File: src/rtl/march_pkg.sv
package march_pkg;

  typedef struct packed {
    logic isWrite;
    logic dataBit;
  } op_t;

  typedef struct packed {
    logic       descend;
    logic [1:0] opCount;
    op_t        op1;
    op_t        op0;
  } elem_t;

  typedef struct packed {
    logic clearLog;
    logic issue;
    logic isWrite;
    logic expBit;
  } strobe_t;

  localparam int ELEM_IDX_W = 3;

  function automatic elem_t mkElem(input logic desc, input logic [1:0] cnt,
                                   input logic w0, input logic d0,
                                   input logic w1, input logic d1);
    elem_t e;
    e.descend     = desc;
    e.opCount     = cnt;
    e.op0.isWrite = w0;
    e.op0.dataBit = d0;
    e.op1.isWrite = w1;
    e.op1.dataBit = d1;
    return e;
  endfunction

  function automatic logic [ELEM_IDX_W-1:0] algLen(input logic alg);
    return alg ? ELEM_IDX_W'(6) : ELEM_IDX_W'(3);
  endfunction

  function automatic elem_t algElem(input logic alg, input logic [ELEM_IDX_W-1:0] idx);
    elem_t e;
    e = mkElem(1'b0, 2'd1, 1'b1, 1'b0, 1'b0, 1'b0);
    if (!alg) begin
      case (idx)
        3'd1:    e = mkElem(1'b0, 2'd2, 1'b0, 1'b0, 1'b1, 1'b1);
        3'd2:    e = mkElem(1'b1, 2'd2, 1'b0, 1'b1, 1'b1, 1'b0);
        default: e = mkElem(1'b0, 2'd1, 1'b1, 1'b0, 1'b0, 1'b0);
      endcase
    end else begin
      case (idx)
        3'd1:    e = mkElem(1'b0, 2'd2, 1'b0, 1'b0, 1'b1, 1'b1);
        3'd2:    e = mkElem(1'b0, 2'd2, 1'b0, 1'b1, 1'b1, 1'b0);
        3'd3:    e = mkElem(1'b1, 2'd2, 1'b0, 1'b0, 1'b1, 1'b1);
        3'd4:    e = mkElem(1'b1, 2'd2, 1'b0, 1'b1, 1'b1, 1'b0);
        3'd5:    e = mkElem(1'b0, 2'd1, 1'b0, 1'b0, 1'b0, 1'b0);
        default: e = mkElem(1'b0, 2'd1, 1'b1, 1'b0, 1'b0, 1'b0);
      endcase
    end
    return e;
  endfunction

endpackage

File: src/rtl/march_scramble.sv
module march_scramble #(
  parameter int ADDR_W   = 4,
  parameter bit SCRAMBLE = 1'b1
) (
  input  logic [ADDR_W-1:0] logicAddr,
  output logic [ADDR_W-1:0] physAddr
);
  generate
    if (SCRAMBLE) begin : g_gray
      assign physAddr = logicAddr ^ (logicAddr >> 1);
    end else begin : g_direct
      assign physAddr = logicAddr;
    end
  endgenerate
endmodule

File: src/rtl/march_ctrl.sv
module march_ctrl
  import march_pkg::*;
#(
  parameter int ADDR_W = 4
) (
  input  logic              clk,
  input  logic              rstN,
  input  logic              start,
  input  logic              algSel,
  output strobe_t           strobe,
  output logic [ADDR_W-1:0] logicAddr,
  output logic              done
);
  typedef enum logic [1:0] {S_IDLE, S_RUN, S_DRAIN, S_DONE} state_t;

  state_t                state;
  logic                  algReg;
  logic [ELEM_IDX_W-1:0] elemIdx;
  logic                  opIdx;
  logic [ADDR_W-1:0]     addrCnt;

  elem_t curElem;
  elem_t nextElem;
  elem_t firstElem;
  op_t   curOp;
  logic  lastOp;
  logic  lastAddr;
  logic  lastElem;
  logic  startAccept;

  always_comb begin
    curElem     = algElem(algReg, elemIdx);
    nextElem    = algElem(algReg, elemIdx + ELEM_IDX_W'(1));
    firstElem   = algElem(algSel, '0);
    curOp       = opIdx ? curElem.op1 : curElem.op0;
    lastOp      = ({1'b0, opIdx} == (curElem.opCount - 2'd1));
    lastAddr    = curElem.descend ? (addrCnt == '0) : (addrCnt == '1);
    lastElem    = (elemIdx == algLen(algReg) - ELEM_IDX_W'(1));
    startAccept = start && (state == S_IDLE || state == S_DONE);
  end

  always_ff @(posedge clk) begin
    if (!rstN) begin
      state   <= S_IDLE;
      algReg  <= 1'b0;
      elemIdx <= '0;
      opIdx   <= 1'b0;
      addrCnt <= '0;
    end else begin
      case (state)
        S_IDLE, S_DONE: begin
          if (startAccept) begin
            state   <= S_RUN;
            algReg  <= algSel;
            elemIdx <= '0;
            opIdx   <= 1'b0;
            addrCnt <= firstElem.descend ? '1 : '0;
          end
        end
        S_RUN: begin
          if (!lastOp) begin
            opIdx <= 1'b1;
          end else begin
            opIdx <= 1'b0;
            if (lastAddr) begin
              if (lastElem) begin
                state <= S_DRAIN;
              end else begin
                elemIdx <= elemIdx + ELEM_IDX_W'(1);
                addrCnt <= nextElem.descend ? '1 : '0;
              end
            end else if (curElem.descend) begin
              addrCnt <= addrCnt - ADDR_W'(1);
            end else begin
              addrCnt <= addrCnt + ADDR_W'(1);
            end
          end
        end
        default: state <= S_DONE;
      endcase
    end
  end

  always_comb begin
    strobe.clearLog = startAccept;
    strobe.issue    = (state == S_RUN);
    strobe.isWrite  = curOp.isWrite;
    strobe.expBit   = curOp.dataBit;
  end

  assign logicAddr = addrCnt;
  assign done      = (state == S_DONE);

  // a start pulse in mid-run does not leave the run state
  a_r9_start_ignored: assert property (@(posedge clk) disable iff (!rstN)
    (state == S_RUN && start && !(lastOp && lastAddr && lastElem)) |=> (state == S_RUN));

  // element index stays inside the selected table
  a_r3_elem_bound: assert property (@(posedge clk) disable iff (!rstN)
    (state == S_RUN) |-> (elemIdx < algLen(algReg)));
endmodule

File: src/rtl/march_datapath.sv
module march_datapath
  import march_pkg::*;
#(
  parameter int ADDR_W   = 4,
  parameter int DATA_W   = 8,
  parameter int COL_W    = 2,
  parameter bit SCRAMBLE = 1'b1
) (
  input  logic                    clk,
  input  logic                    rstN,
  input  strobe_t                 strobe,
  input  logic [ADDR_W-1:0]       logicAddr,
  input  logic [DATA_W-1:0]       memRdata,
  output logic                    memEn,
  output logic                    memWe,
  output logic [ADDR_W-1:0]       memAddr,
  output logic [DATA_W-1:0]       memWdata,
  output logic                    fail,
  output logic [ADDR_W-1:0]       failAddr,
  output logic [ADDR_W-COL_W-1:0] failRow,
  output logic [COL_W-1:0]        failCol
);
  logic [ADDR_W-1:0] physAddr;
  logic              chkValid;
  logic              chkExp;
  logic [ADDR_W-1:0] chkAddr;
  logic              mismatch;

  march_scramble #(.ADDR_W(ADDR_W), .SCRAMBLE(SCRAMBLE)) i_scramble (
    .logicAddr(logicAddr),
    .physAddr (physAddr)
  );

  assign memEn    = strobe.issue;
  assign memWe    = strobe.issue && strobe.isWrite;
  assign memAddr  = physAddr;
  assign memWdata = {DATA_W{strobe.expBit}};

  always_ff @(posedge clk) begin
    if (!rstN) begin
      chkValid <= 1'b0;
      chkExp   <= 1'b0;
      chkAddr  <= '0;
    end else begin
      chkValid <= strobe.issue && !strobe.isWrite && !strobe.clearLog;
      chkExp   <= strobe.expBit;
      chkAddr  <= physAddr;
    end
  end

  assign mismatch = chkValid && (memRdata != {DATA_W{chkExp}});

  always_ff @(posedge clk) begin
    if (!rstN || strobe.clearLog) begin
      fail     <= 1'b0;
      failAddr <= '0;
    end else if (mismatch && !fail) begin
      fail     <= 1'b1;
      failAddr <= chkAddr;
    end
  end

  assign failRow = failAddr[ADDR_W-1:COL_W];
  assign failCol = failAddr[COL_W-1:0];

  // the fail flag is sticky until a start clears it
  a_r4_sticky_fail: assert property (@(posedge clk) disable iff (!rstN)
    (fail && !strobe.clearLog) |=> fail);

  // the first failing address is never overwritten
  a_r5_first_addr_hold: assert property (@(posedge clk) disable iff (!rstN)
    (fail && !strobe.clearLog) |=> $stable(failAddr));

  // an accepted start clears the log
  a_r10_clear_log: assert property (@(posedge clk) disable iff (!rstN)
    strobe.clearLog |=> (!fail && failAddr == '0));
endmodule

File: src/rtl/march_bist.sv
module march_bist
  import march_pkg::*;
#(
  parameter int ADDR_W   = 4,
  parameter int DATA_W   = 8,
  parameter int COL_W    = 2,
  parameter bit SCRAMBLE = 1'b1
) (
  input  logic                    clk,
  input  logic                    rstN,
  input  logic                    start,
  input  logic                    algSel,
  output logic                    memEn,
  output logic                    memWe,
  output logic [ADDR_W-1:0]       memAddr,
  output logic [DATA_W-1:0]       memWdata,
  input  logic [DATA_W-1:0]       memRdata,
  output logic                    done,
  output logic                    fail,
  output logic [ADDR_W-1:0]       failAddr,
  output logic [ADDR_W-COL_W-1:0] failRow,
  output logic [COL_W-1:0]        failCol
);
  strobe_t           strobe;
  logic [ADDR_W-1:0] logicAddr;

  march_ctrl #(.ADDR_W(ADDR_W)) i_ctrl (
    .clk      (clk),
    .rstN     (rstN),
    .start    (start),
    .algSel   (algSel),
    .strobe   (strobe),
    .logicAddr(logicAddr),
    .done     (done)
  );

  march_datapath #(
    .ADDR_W(ADDR_W), .DATA_W(DATA_W), .COL_W(COL_W), .SCRAMBLE(SCRAMBLE)
  ) i_datapath (
    .clk      (clk),
    .rstN     (rstN),
    .strobe   (strobe),
    .logicAddr(logicAddr),
    .memRdata (memRdata),
    .memEn    (memEn),
    .memWe    (memWe),
    .memAddr  (memAddr),
    .memWdata (memWdata),
    .fail     (fail),
    .failAddr (failAddr),
    .failRow  (failRow),
    .failCol  (failCol)
  );

  // a finished controller leaves the memory idle
  a_r1_done_idle: assert property (@(posedge clk) disable iff (!rstN)
    done |-> !memEn);

  // writes only happen with the memory enabled
  a_r11_we_needs_en: assert property (@(posedge clk) disable iff (!rstN)
    memWe |-> memEn);
endmodule

File: config.mk
export PLATFORM = sky130hd
export DESIGN_NAME = march_bist
export DESIGN_NICKNAME = d
export VERILOG_FILES = /design/src/rtl/march_pkg.sv /design/src/rtl/march_scramble.sv /design/src/rtl/march_ctrl.sv /design/src/rtl/march_datapath.sv /design/src/rtl/march_bist.sv
export SDC_FILE = /design/constraint.sdc
export NUM_CORES = 1
export LEC_CHECK = 0
export ABC_AREA = 1
export CORE_MARGIN = 1.5
export CORE_UTILIZATION = 40
export CTS_CLUSTER_SIZE = 40
export DETAILED_ROUTE_END_ITERATION = 6
export PLACE_DENSITY_LB_ADDON = 0.1
export SLEW_MARGIN = 20
export SYNTH_ARGS = -nofsm -noshare
export SYNTH_HDL_FRONTEND = slang
export SYNTH_HIERARCHICAL = 1
export SYNTH_SLANG_ARGS = --single-unit
File: constraint.sdc
create_clock -name clk -period 2.29 [get_ports clk]
set_input_delay 0.458 -clock clk [delete_from_list [all_inputs] [get_ports clk]]
set_output_delay 0.458 -clock clk [all_outputs]
set_load 0.03 [all_outputs]
# Yosys cells after proc, flatten, opt, wreduce, memory -nomap -nowiden
# Cells that the tools add are included.
dict set report word_totals {
  ff_bits 22
  input_bits 12
  out_inout_bits 24
  wordCells 88
}
dict set report op_classes {
  add_sub_neg 5
  eq_ne 22
  n_mux 29
  bitwise_logic 1
  reduce_logical 21
}
# operator count
set op_table {}
lappend op_table {{7-bit one-hot mux with 5 select lines} 2}
lappend op_table {{7-bit one-hot mux with 2 select lines} 2}
lappend op_table {{4-bit two-way mux} 6}
lappend op_table {{3-bit two-way mux} 5}
lappend op_table {{7-bit two-way mux} 2}
lappend op_table {{3-bit by 2-bit == test with 1-bit output, second input constant} 4}
lappend op_table {{3-bit == test, second input constant} 4}
lappend op_table {{2-bit two-way mux} 5}
lappend op_table {{2-bit by 1-bit != test with 1-bit output, second input constant} 4}
lappend op_table {{8-bit != test} 1}
lappend op_table {{4-bit one-hot mux with 2 select lines} 1}
lappend op_table {{4-bit AND reduction} 2}
lappend op_table {{3-bit by 1-bit == test with 1-bit output, second input constant} 2}
lappend op_table {{1-bit logical AND} 6}
lappend op_table {{3-bit one-hot mux with 2 select lines} 1}
lappend op_table {{5-bit AND reduction} 1}
lappend op_table {{4-bit by 1-bit adder with 4-bit output, second input constant} 1}
lappend op_table {{4-bit == test, second input constant} 1}
lappend op_table {{1-bit zero test} 4}
lappend op_table {{4-bit zero test} 1}
lappend op_table {{2-bit one-hot mux with 2 select lines} 1}
lappend op_table {{2-bit AND reduction} 2}
lappend op_table {{4-bit by 1-bit subtractor with 4-bit output, second input constant} 1}
lappend op_table {{4-bit by 3-bit XOR with 4-bit output} 1}
lappend op_table {{other kinds (15)} 18}

# Depth between registers and ports, before layout
dict set report logic_depth {
  word_depth 9
  ltp_mapped 14
  ltp_nobuf 14
}

# Hierarchy
# The synthesis kept the hierarchy.
# module instances cells_per_inst area_each_um2 seq_area_each_um2
set by_module_without_submodules {}
lappend by_module_without_submodules {march_ctrl 1 167 1136.1 220.2}
lappend by_module_without_submodules {march_datapath 1 86 596.8 220.2}
lappend by_module_without_submodules {march_scramble 1 14 56.3 0.0}

# Worst setup path before layout
# Ideal clock, no wire load.
dict set report synth_path {
  path_type {register -> output}
  from {reg i_ctrl.elemIdx[0]}
  to {out memWdata[0]}
  t_arrival_ps 1605
  required_ps 1832
  path_slack_ps 227
  path_stages_with_launch 8
  n_path_buf 1
  path_cell_list {dfxtp_1 > ha_1 > ha_1 > nand2_1 > nand2_1 > nor2_1 > a31oi_1 > buf_4}
}
# element line_no
set synth_rtl {}
lappend synth_rtl {{start, declared} march_ctrl.sv:18} ;# logic [ELEM_IDX_W-1:0] elemIdx;
lappend synth_rtl {{start signal, assigned} march_ctrl.sv:69} ;# elemIdx <= elemIdx + ELEM_IDX_W'(1);
lappend synth_rtl {{end, declared} march_bist.sv:16} ;# output logic [DATA_W-1:0] memWdata,

# Final worst setup path
dict set report layout_path {
  from {reg i_ctrl.elemIdx[0]}
  to {out memWdata[5]}
}
dict set report layout_between {
  elab_chain_len 4
  elab_cells_between_ends 9
  cone_classes {eq/ne: 5; mux: 4}
}
# element line_no
set layout_lines {}
lappend layout_lines {{3-bit == test, or another cell as far along} march_pkg.sv:51} ;# case (idx)
lappend layout_lines {{7-bit one-hot mux with 5 select lines / 7-bit one-hot mux with 2 select lines (equally long branches)} {march_pkg.sv:51, march_pkg.sv:45}}
lappend layout_lines {{7-bit two-way mux (*)} march_pkg.sv:44} ;# if (!alg) begin
lappend layout_lines {{2-bit two-way mux (*)} march_ctrl.sv:35} ;# curOp = opIdx ? curElem.op1 : curElem.op0;
# Every way passes the cells marked *; elsewhere a longest branch is shown, timed or not.

==> key figures <==
Drt
  • Remaining DRCs: 0
  • DRT iter0 DRCs: 46
  • Drt wl/cell: 10.4 um
  • Pre-antenna DRT Iters: 4
  • Antenna-violating nets left: 0
  • Total number of vias: 1549
  • Final wirelength: 3.60 mm
  • Routed vias/inst: 4.49

Worst setup path
  • Crit. End Element: output pin
  • Worst Setup SP: i_ctrl/elemIdx[0]
  • CP Launch Type: flop
  • CP endpoint: memWdata[5]
  • Crit path max fanout: 9
  • Reg2reg setup slack: 0.17 ns
  • Worst R2R End: i_ctrl/logicAddr[3]
  • Kind of critical path: flop to output pin
  • Cells on worst reg2reg path: 13
  • Worst R2R Start: i_ctrl/elemIdx[0]
  • Worst EP arrival: 1.72 ns
  • Critical Path RT: 1.83 ns

Layout
  • Share of layout cells above drive strength 1: 20.5%
  • Nets: 320
  • Area Growth Syn to Fin: 22.4%
  • Leading cell type in the layout, fill and taps excluded: nand2_1
  • Final instance area: 2190 um^2
  • ANT cells: 0
  • Most frequent cells in the layout: nand2_1, inv_1, nor2_1
  • Fin cells: 345
  • Filler instances: 463

Die
  • Die width: 69.9 um
  • Die Area: 4880 um^2
  • # rows: 24
  • Initial Util: 41.4%
  • Ports: 36
  • Die height: 69.9 um
  • Core Region: 4320 um^2

Place
  • DP HPWL: 2.78 mm
  • Dpl cell area: 2090 um^2
  • Placer Congestion: 0.867
  • Port Buffers: 35
  • Inst Count DP: 341

Timing
  • Final setup TNS: 0 ns
  • Highest Clock Rate: 459 MHz
  • Final Slew Violations: 0
  • Endpoints failing setup: 0
  • Final Hold Violating Endpoints: 0
  • Clock skew: 0.00480 ns
  • Slew HR: 78.4%
  • Hold slack: 0.500 ns
  • Unrepaired setup endpoints after global routing: yes
  • Tmin final: 2.18 ns
  • Measured slew at the worst slew-check pin: 0.323 ns
  • Period utilization: 95.2%

Clocking
  • Later-pin clock latency in the skew report: 0.27 ns
  • Max Root-Sink Buffers: 2
  • CTS Root Cell: clkbuf_8
  • # clock sinks: 22
  • Post-CTS Setup Repair Bufs: 0
  • CTS buffer count: 3
  • Htree depth: 1
  • Clock Pin Slew Worst Setup and Hold Paths: 0.09 ns
  • CTS tree: yes

Synth
  • Mapped Nets: 293
  • Syn Inst Count: 267
  • Seq/Total Area, Yosys: 24.6%
  • Syn. warnings: 6
  • Area contributors post-synth: dfxtp_1, nand2_1, ha_1
  • Synth area leader: dfxtp_1
  • FF+latch count, synth: 22
  • Mean Syn Cell Area: 6.70 um^2
  • Post-synth cell types: 31
  • Top cell type's share of synthesized area: 24.6%
  • Post-Syn Area: 1790 um^2

Global route
  • First-pass GRT wire length: 6.58 mm
  • Initial antenna violation count: 0
  • Overflow after GRT: 0
  • Vias in the first global route: 1590
  • All-Layer GR Usage: 16.2%
  • Largest net degree at the start of global routing: 14

Power
  • PwrDens: 1470 nW/um^2
  • VDD IR-drop max: 0.000710 V
  • Static Leakage: 1.06 nW

Flow run
  • Max-cap violation count: 0

Min path
  • Worst hold path class: flop to flop

Status
  • Status: complete, no violations
==> cells by family (layout without fill, tap and decap cells) <==
kind of cell,Yosys count,count (layout),synth area share (%)
AND/OR/NAND/NOR,150,150,42.4
buffers and inverters,61,87,16.1
flip-flops,22,22,24.6
AO/OA/AOI/OAI,19,19,6.22
adder cells (fa/ha/maj),14,14,10.2
XOR/XNOR,1,1,0.490
==> synthesized netlist by cell type, drive strengths merged <==
master,count
inv,44
o21a,2
clkbuf,1
ha,13
nand2,78
nand4,9
and2,1
nor2,43
nand3b,1
nand3,17
o21ai,7
a31oi,1
dfxtp,22
xnor2,1
a21oi,8
buf,16
a21o,1
fa,1
nor3,1
==> where the power goes <==
group	switching [W]	leakage, nW	internal, W
combinational	0.00138	0.844	0.000840
clock	0.000138	0.0357	0.000234
sequential	0.000125	0.182	0.000505
total	0.00164	1.06	0.00158
==> cell type report <==
cell class | instances | area (um^2) | share of cell area [%]
clock buffers | 3 | 41.3 | 1.88
clock inverters | 1 | 30.0 | 1.37
inverters | 44 | 165 | 7.54
multi-input cells | 184 | 1080 | 49.3
flip-flops and latches | 22 | 448 | 20.4
well taps | 52 | 65.1 | 2.97
repair buffers | 39 | 362 | 16.5
==> critical path: stages, from the launching register on <==
cell	delay, ns
dfxtp_4	0.39
ha_1	0.16
ha_2	0.20
nand2_1	0.06
nand2_1	0.11
nor2_1	0.05
a31oi_1	0.15
buf_4	0.18
buf_4	0.17
==> sequential cells by signal, summed over array words and instances (netlist names) <==
| name | cells |
|---|---|
| i_datapath/failAddr | 4 |
| i_ctrl/state | 2 |
| i_datapath/chkAddr | 4 |
| i_datapath/chkValid | 1 |
| i_ctrl/algReg | 1 |
| i_ctrl/opIdx | 1 |
| i_datapath/chkExp | 1 |
| i_datapath/fail | 1 |
| i_ctrl/elemIdx | 3 |
| i_ctrl/logicAddr | 4 |
==> per-stage QoR <==
step                      utilization (%)  setup WS (ns)  power [W]
final                                50.7          0.110    0.00322
after global routing                 50.7       -0.00285    0.00355
after CTS                            50.3         0.0282    0.00322
after detailed placement             48.3          0.135    0.00282
after global placement               48.3          0.198    0.00282
after floorplan                         -          0.227    0.00239
==> repair_timing <==
| action | 4_1_cts | 5_1_grt |
|---|---|---|
| pin swaps | 0 | 2 |
| resized for setup | 6 | 8 |
| hold buffers | 0 | 0 |
| endpoints found under the setup margin | 1 | 9 |
==> per-layer routing <==
layer | up-vias | routed length, um | part of all wire (%) | track usage [%]
met1 | 658 | 1660 | 46 | 19.5
met4 | 0 | 46 | 1.3 | 5.13
met3 | 4 | 147 | 4.1 | 3.17
met5 | - | 0 | 0 | 0
li1 | 858 | - | - | -
met2 | 29 | 1750 | 49 | 29.0
==> worst min path at each step <==
stage,cells past startpoint,slack [ns],startpoint,endpoint
floorplan,2,0.52,i_ctrl/elemIdx[1],i_ctrl/elemIdx[1]
global placement,2,0.49,i_datapath/failAddr[1],i_datapath/failAddr[1]
detailed placement,2,0.49,i_datapath/failAddr[1],i_datapath/failAddr[1]
CTS,2,0.51,i_datapath/failAddr[1],i_datapath/failAddr[1]
global route,2,0.55,i_datapath/failAddr[0],i_datapath/failAddr[0]
finish,2,0.50,i_datapath/failAddr[1],i_datapath/failAddr[1]
Note: power is estimated with default switching activity, not from simulation.
